--- src/rtl/oeq_pkg.sv ---
package oeq_pkg;

  typedef enum logic [1:0] {
    P_SLEW   = 2'd0,
    P_AMP    = 2'd1,
    P_DEEMPH = 2'd2
  } txparam_e;

  typedef enum logic [2:0] {
    S_IDLE = 3'd0,
    S_MEAS = 3'd1,
    S_EVAL = 3'd2,
    S_CMD  = 3'd3,
    S_FIN  = 3'd4
  } oeq_state_e;

  function automatic txparam_e next_param(input txparam_e p);
    case (p)
      P_SLEW:  return P_AMP;
      P_AMP:   return P_DEEMPH;
      default: return P_DEEMPH;
    endcase
  endfunction

  function automatic logic is_final_param(input txparam_e p);
    return p == P_DEEMPH;
  endfunction

  // Every parameter is traded away by reducing it; a revert goes the other way.
  function automatic logic reduce_dir(input txparam_e p);
    return (p == P_SLEW) ? 1'b0 : 1'b0;
  endfunction

endpackage

--- src/rtl/oeq_lane_class.sv ---
module oeq_lane_class #(
  parameter int NL = 4,
  parameter int MW = 8
) (
  input  logic            clk,
  input  logic            rst_n,
  input  logic [NL*MW-1:0] margins,
  input  logic [MW-1:0]    thr_lo,
  input  logic [MW-1:0]    thr_hi,
  output logic [NL-1:0]    low_mask,
  output logic [NL-1:0]    high_mask
);

  function automatic logic below(input logic [MW-1:0] m, input logic [MW-1:0] t);
    return m < t;
  endfunction

  function automatic logic above(input logic [MW-1:0] m, input logic [MW-1:0] t);
    return m > t;
  endfunction

  for (genvar g = 0; g < NL; g++) begin : g_lane
    logic [MW-1:0] m;
    assign m            = margins[g*MW +: MW];
    assign low_mask[g]  = below(m, thr_lo);
    assign high_mask[g] = above(m, thr_hi);
  end

  // with ordered thresholds no lane is both starved and a donor
  p_class_disjoint_r3: assert property (@(posedge clk) disable iff (!rst_n)
    (thr_hi >= thr_lo) |-> ((low_mask & high_mask) == '0));

endmodule

--- src/rtl/oeq_param_track.sv ---
module oeq_param_track
  import oeq_pkg::*;
#(
  parameter int ITW = 4
) (
  input  logic           clk,
  input  logic           rst_n,
  input  logic           clear,
  input  logic           advance,
  input  logic           bump,
  input  logic [ITW-1:0] limit,
  output txparam_e       param,
  output logic           exhausted,
  output logic           last_param
);

  logic [ITW-1:0] iter;

  always_ff @(posedge clk or negedge rst_n) begin
    if (!rst_n) begin
      param <= P_SLEW;
      iter  <= '0;
    end else if (clear) begin
      param <= P_SLEW;
      iter  <= '0;
    end else if (advance) begin
      param <= next_param(param);
      iter  <= '0;
    end else if (bump) begin
      iter  <= iter + 1'b1;
    end
  end

  assign exhausted  = iter >= limit;
  assign last_param = is_final_param(param);

  // step count never passes the programmed limit
  p_iter_cap_r5: assert property (@(posedge clk) disable iff (!rst_n)
    iter <= limit);

  // parameters move forward one code at a time
  p_param_step_r5: assert property (@(posedge clk) disable iff (!rst_n)
    (!clear && advance) |=> (param == next_param($past(param))) && (iter == '0));

  p_param_hold_r5: assert property (@(posedge clk) disable iff (!rst_n)
    (!clear && !advance) |=> $stable(param));

endmodule

--- src/rtl/oeq_ctrl.sv ---
module oeq_ctrl
  import oeq_pkg::*;
#(
  parameter int NL  = 4,
  parameter int MW  = 8,
  parameter int ITW = 4,
  parameter int AW  = 4
) (
  input  logic             clk,
  input  logic             rst_n,
  input  logic             start,
  input  logic [MW-1:0]    thr_low,
  input  logic [MW-1:0]    thr_high,
  input  logic [ITW-1:0]   iter_limit,
  input  logic [AW-1:0]    step_amt,
  output logic             meas_req,
  input  logic             meas_done,
  input  logic [NL*MW-1:0] lane_margin,
  output logic             cmd_valid,
  output logic [NL-1:0]    cmd_lanes,
  output logic [1:0]       cmd_param,
  output logic             cmd_up,
  output logic [AW-1:0]    cmd_amt,
  input  logic             cmd_done,
  output logic             busy,
  output logic             done,
  output logic             pass
);

  oeq_state_e state;

  logic [NL*MW-1:0] marg_q;
  logic [MW-1:0]    cfg_lo, cfg_hi;
  logic [ITW-1:0]   cfg_lim;
  logic [AW-1:0]    cfg_amt;
  logic [NL-1:0]    excl, last_lanes;
  logic             last_adj;
  logic [NL-1:0]    lanes_q;
  txparam_e         param_q;
  logic             up_q, pass_q;

  logic [NL-1:0] low_mask, high_mask, fell, elig;
  logic          load, step_out;
  logic          ev_revert, ev_pass, ev_adv, ev_fail, ev_adj;
  txparam_e      param;
  logic          exhausted, last_param;

  oeq_lane_class #(.NL(NL), .MW(MW)) u_class (
    .clk       (clk),
    .rst_n     (rst_n),
    .margins   (marg_q),
    .thr_lo    (cfg_lo),
    .thr_hi    (cfg_hi),
    .low_mask  (low_mask),
    .high_mask (high_mask)
  );

  oeq_param_track #(.ITW(ITW)) u_track (
    .clk        (clk),
    .rst_n      (rst_n),
    .clear      (load),
    .advance    (ev_adv),
    .bump       (ev_adj),
    .limit      (cfg_lim),
    .param      (param),
    .exhausted  (exhausted),
    .last_param (last_param)
  );

  // Decision taken in the evaluation cycle, in priority order
  assign load      = start && (state == S_IDLE || state == S_FIN);
  assign fell      = last_adj ? (last_lanes & low_mask) : '0;
  assign elig      = high_mask & ~excl;
  assign step_out  = (elig == '0) || exhausted;
  assign ev_revert = (state == S_EVAL) && (fell != '0);
  assign ev_pass   = (state == S_EVAL) && (fell == '0) && (low_mask == '0);
  assign ev_adv    = (state == S_EVAL) && (fell == '0) && (low_mask != '0) && step_out && !last_param;
  assign ev_fail   = (state == S_EVAL) && (fell == '0) && (low_mask != '0) && step_out && last_param;
  assign ev_adj    = (state == S_EVAL) && (fell == '0) && (low_mask != '0) && !step_out;

  always_ff @(posedge clk or negedge rst_n) begin
    if (!rst_n) begin
      state      <= S_IDLE;
      marg_q     <= '0;
      cfg_lo     <= '0;
      cfg_hi     <= '0;
      cfg_lim    <= '0;
      cfg_amt    <= '0;
      excl       <= '0;
      last_lanes <= '0;
      last_adj   <= 1'b0;
      lanes_q    <= '0;
      param_q    <= P_SLEW;
      up_q       <= 1'b0;
      pass_q     <= 1'b0;
    end else begin
      case (state)
        S_IDLE, S_FIN: begin
          if (load) begin
            cfg_lo   <= thr_low;
            cfg_hi   <= thr_high;
            cfg_lim  <= iter_limit;
            cfg_amt  <= step_amt;
            excl     <= '0;
            last_adj <= 1'b0;
            pass_q   <= 1'b0;
            state    <= S_MEAS;
          end
        end
        S_MEAS: begin
          if (meas_done) begin
            marg_q <= lane_margin;
            state  <= S_EVAL;
          end
        end
        S_EVAL: begin
          if (ev_revert) begin
            lanes_q  <= fell;
            param_q  <= param;
            up_q     <= ~reduce_dir(param);
            excl     <= excl | fell;
            last_adj <= 1'b0;
            state    <= S_CMD;
          end else if (ev_pass) begin
            pass_q <= 1'b1;
            state  <= S_FIN;
          end else if (ev_fail) begin
            pass_q <= 1'b0;
            state  <= S_FIN;
          end else if (ev_adv) begin
            excl     <= '0;
            last_adj <= 1'b0;
          end else if (ev_adj) begin
            lanes_q    <= elig;
            param_q    <= param;
            up_q       <= reduce_dir(param);
            last_lanes <= elig;
            last_adj   <= 1'b1;
            state      <= S_CMD;
          end
        end
        S_CMD: begin
          if (cmd_done) state <= S_MEAS;
        end
        default: state <= S_IDLE;
      endcase
    end
  end

  assign meas_req  = (state == S_MEAS);
  assign cmd_valid = (state == S_CMD);
  assign cmd_lanes = lanes_q;
  assign cmd_param = param_q;
  assign cmd_up    = up_q;
  assign cmd_amt   = cfg_amt;
  assign busy      = (state == S_MEAS) || (state == S_EVAL) || (state == S_CMD);
  assign done      = (state == S_FIN);
  assign pass      = pass_q;

  // a command and a measurement request are never pending together
  p_req_excl_r8: assert property (@(posedge clk) disable iff (!rst_n)
    !(cmd_valid && meas_req));

  // a waiting command holds its fields
  p_cmd_hold_r8: assert property (@(posedge clk) disable iff (!rst_n)
    (cmd_valid && !cmd_done) |=> cmd_valid && $stable(cmd_lanes) && $stable(cmd_param)
                                 && $stable(cmd_up) && $stable(cmd_amt));

  // completion of a command leads to a new measurement
  p_cmd_then_meas_r8: assert property (@(posedge clk) disable iff (!rst_n)
    (cmd_valid && cmd_done) |=> meas_req);

  // reductions address only measured donors, and at least one lane
  p_donor_high_r4: assert property (@(posedge clk) disable iff (!rst_n)
    (cmd_valid && !cmd_up) |-> ((cmd_lanes & ~high_mask) == '0) && (cmd_lanes != '0));

  // reverts address only lanes now starved
  p_revert_low_r6: assert property (@(posedge clk) disable iff (!rst_n)
    (cmd_valid && cmd_up) |-> ((cmd_lanes & ~low_mask) == '0) && (cmd_lanes != '0));

  // a passing verdict means no lane was starved in the last measurement
  p_pass_clean_r2: assert property (@(posedge clk) disable iff (!rst_n)
    (done && pass) |-> (low_mask == '0));

  // latched configuration is frozen during a run
  p_cfg_frozen_r9: assert property (@(posedge clk) disable iff (!rst_n)
    busy |=> $stable(cfg_lo) && $stable(cfg_hi) && $stable(cfg_lim) && $stable(cfg_amt));

  // final state holds until a new start
  p_fin_hold_r10: assert property (@(posedge clk) disable iff (!rst_n)
    (done && !start) |=> done && $stable(pass));

endmodule

--- config.mk ---
export PLATFORM = sky130hd
export DESIGN_NAME = oeq_ctrl
export DESIGN_NICKNAME = d
export VERILOG_FILES = /design/src/rtl/oeq_pkg.sv /design/src/rtl/oeq_lane_class.sv /design/src/rtl/oeq_param_track.sv /design/src/rtl/oeq_ctrl.sv
export SDC_FILE = /design/constraint.sdc
export NUM_CORES = 1
export LEC_CHECK = 0
export BUFFER_PORTS_ARGS = -buffer_cell sky130_fd_sc_hd__buf_2
export CORE_UTILIZATION = 52
export DETAILED_ROUTE_END_ITERATION = 16
export HOLD_SLACK_MARGIN = 0.03
export PLACE_DENSITY = 0.77
export SYNTH_ARGS = -nofsm -noshare
export SYNTH_HDL_FRONTEND = slang
export SYNTH_HIERARCHICAL = 1
export SYNTH_SLANG_ARGS = --single-unit
--- constraint.sdc ---
create_clock -name clk -period 2.8 [get_ports clk]
set_input_delay 0.56 -clock clk [delete_from_list [all_inputs] [get_ports clk]]
set_output_delay 0.56 -clock clk [all_outputs]
set_load 0.05 [all_outputs]
==> metrics.yaml <==
route.detailed.drc: 0
grt_overflow: 0
fmax_mhz: 370
status: "completed"
seq_area_frac_synth: 0.422
synth_top_cells_by_area: "dfrtp_1 42%, ha_1 17%, mux2_2 13%"
worst_slew_pin_slew_ns: 1.04
die_w_um: 98.7
start_util: 0.547
rsz0062_at_grt: "true"
skew_ns: 0.00799
finalHoldViolCount: 0
slew_viol_final: 0
yosys_warnings: 6
synth_cell_types: 45
seqCellArea_um2: 2050
final_layout_size_suffix_gt1_frac: 0.361
syn-cell-area_um2: 4860
area_growth_pct: 17.8
p_leak_nw: 2.77
n_fill_cell: 720
cts_setup_buffers: 0
root_buffer: "clkbuf_8"
syn_area_per_cell_um2: 11.7
port_buffers: 76
cts_buffer_depth: 2
min_period_over_period: 0.965
critical_path.max_fanout: 5
yosysTopAreaCell: "dfrtp_1"
synthCells: 415
vias_per_cell: 5.76
clk_latency_ns: 0.36
cellPowerDensity_nw_per_um2: 1400
grt_max_degree: 83
drt_iter0_drc: 183
post-route-util: 0.644
antenna_found_initial: 0
cts_tree: "built"
finalNonFillerCells: 621
num_vias: 3576
critPathLaunchType: "flip-flop"
synth_top_area_frac: 0.422
maxCapViolations: 0
cts-hold-fix-buffers: 0
die_h_um: 98.7
syn_nets: 541
hpwl_um: 8300
crit_path_end_kind: "flip-flop"
final_area_um2: 5730
ys_ff_latch: 82
wl_per_cell_um: 17.5
place_inst: 605
required_ns: 3.05
p_total_mw: 8.02
dpl_cell_area_um2: 5470
fin_nets: 634
htreeDepth: 3
core_area_um2: 8890
io_pins: 77
grt_pass1_wl_um: 18000
hold_ws_ns: 0.358
synth_async_sr_flop_share: 1.00
routed_wl_um: 10900
gp_congestion: 0.842
setup_viol: 0
min_path_type: "primary input to async pin"
multi_input_area_um2: 2700
cts_buffers: 9
drtPass1Iterations: 4
grt_usage: 0.242
synth_edf_count: 0
ant_nets: 0
die_area_um2: 9740
cp.arrival_ns: 2.95
first_global_vias: 3671
path_class: "flip-flop to flip-flop"
slew_headroom: 0.308
ir_drop_v: 0.000646
period_needed_ns: 2.70
cts_sinks: 82
num_antenna_cells: 0
clkTransAtPathRegs_ns: 0.09
ys.flop_type: "dfrtp_1"
rows: 34
[sequential cells by signal, summed over array words and instances (netlist names)]
register	flops
cmd_amt	4
cmd_lanes	4
cmd_up	1
marg_q	32
last_lanes	4
cfg_lim	4
pass	1
cfg_hi	8
state	3
cfg_lo	8
u_track/iter	4
cmd_param	2
last_adj	1
u_track/param	2
excl	4
[worst max-delay path, stage by stage (launching register included)]
cell	delay, ns
dfrtp_1	0.35
inv_1	0.10
ha_1	0.31
o211ai_1	0.09
o21ai_1	0.18
a41oi_1	0.19
buf_4	0.19
nor4_4	0.35
nor2b_4	0.10
and3_2	0.27
buf_4	0.18
a221oi_1	0.30
[layout make-up]
cell class / count / area share
multi-input cells: 294 / 0.472
flip-flops and latches: 82 / 0.358
repair buffers: 89 / 0.0861
well taps: 108 / 0.0236
clock buffers: 9 / 0.0216
inverters: 32 / 0.0210
clock inverters: 7 / 0.0177
[cell families (layout without fill, tap and decap cells)]
| family | Yosys count | after routing | synth area share |
|---|---|---|---|
| compound gates | 90 | 90 | 0.136 |
| buf+inv | 39 | 137 | 0.0332 |
| xor+xnor | 3 | 3 | 0.00541 |
| flops | 82 | 82 | 0.422 |
| simple gates | 71 | 71 | 0.0868 |
| mux | 65 | 65 | 0.149 |
| fa+ha+maj | 65 | 65 | 0.167 |
[metrics by stage]
stage	setup WS, ns	TNS, ns
floorplan	0.0788	0
global placement	0.144	0
detailed placement	0.0960	0
CTS	0.0819	0
global route	-0.0415	-0.0690
finish	0.0974	0
[cells in the mapped netlist, drive strengths merged, types with 2 or more instances]
library cell	number
dfrtp	82
ha	65
mux2	59
inv	32
a21oi	30
nor2	16
nand2	11
o21ai	11
nand2b	10
nand4	10
a21o	9
nor2b	9
o211ai	9
buf	7
nor3	7
a41oi	6
mux2i	6
o22a	5
a211oi	4
a221oi	4
o21a	4
a22o	2
and2	2
nor3b	2
nor4	2
xor2	2
[final timing paths]
| kind | slack [ns] | end | startpoint | depth (start not counted) |
|---|---|---|---|---|
| worst min-delay path | 0.36 | marg_q[19] | rst_n | 1 |
| worst max-delay path | 0.1 | cmd_lanes[1] | cfg_lo[4] | 11 |
| max in group asynchronous | 1.75 | cmd_lanes[3] | rst_n | 1 |
| worst max register to register | 0.1 | cmd_lanes[1] | cfg_lo[4] | 11 |
| worst min register to register | 0.50 | excl[1] | excl[1] | 1 |
| min in group clk | 0.42 | state[2] | start | 2 |
[layer usage]
metal	vias up	wire [µm]	global-route usage
met3	9	393	0.0340
met5	-	0	0
met4	0	143	0.0907
met1	1767	5140	0.332
li1	1717	-	-
met2	83	5210	0.393
[where the power goes]
part | internal, mW | switching, mW | total [mW]
Sequential | 1.76 | 0.509 | 2.27
Combinational | 2.15 | 2.64 | 4.79
Clock | 0.508 | 0.458 | 0.966
[timing repair]
item / in CTS / in global routing
hold endpoints to repair: 0 / 0
gates resized for setup: 0 / 8
endpoints found under the setup margin: 0 / 16
[cells in the final DEF (no fill, tap or decap), types with 2 or more instances in the layout]
master      netlist  routed
buf_4             0      13
mux2i_1           6       6
and2_1            2       2
dfrtp_1          82      82
clkbuf_8          0       9
mux2_2           56      56
a41oi_2           0       3
a221oi_2          1       2
nor2b_1           8       8
a221oi_1          3       2
a41oi_1           6       3
a21oi_1          30      30
clkinv_4          0       2
nor4_4            1       2
ha_1             65      65
o21ai_1           5       4
nor2_1           16      16
inv_1            32      30
o211ai_1          9       9
bufinv_16         0       2
nand4_1          10      10
o21a_1            4       4
xor2_1            2       2
a211oi_2          4       4
nor3_1            5       5
buf_2             6      75
nand2b_1          9       9
mux2_1            3       3
inv_2             0       2
nand2_1          11      11
o22a_1            5       5
clkinvlp_4        0       2
o21ai_0           6       6
a21o_1            9       9
Power figures use the tool's default switching activity.
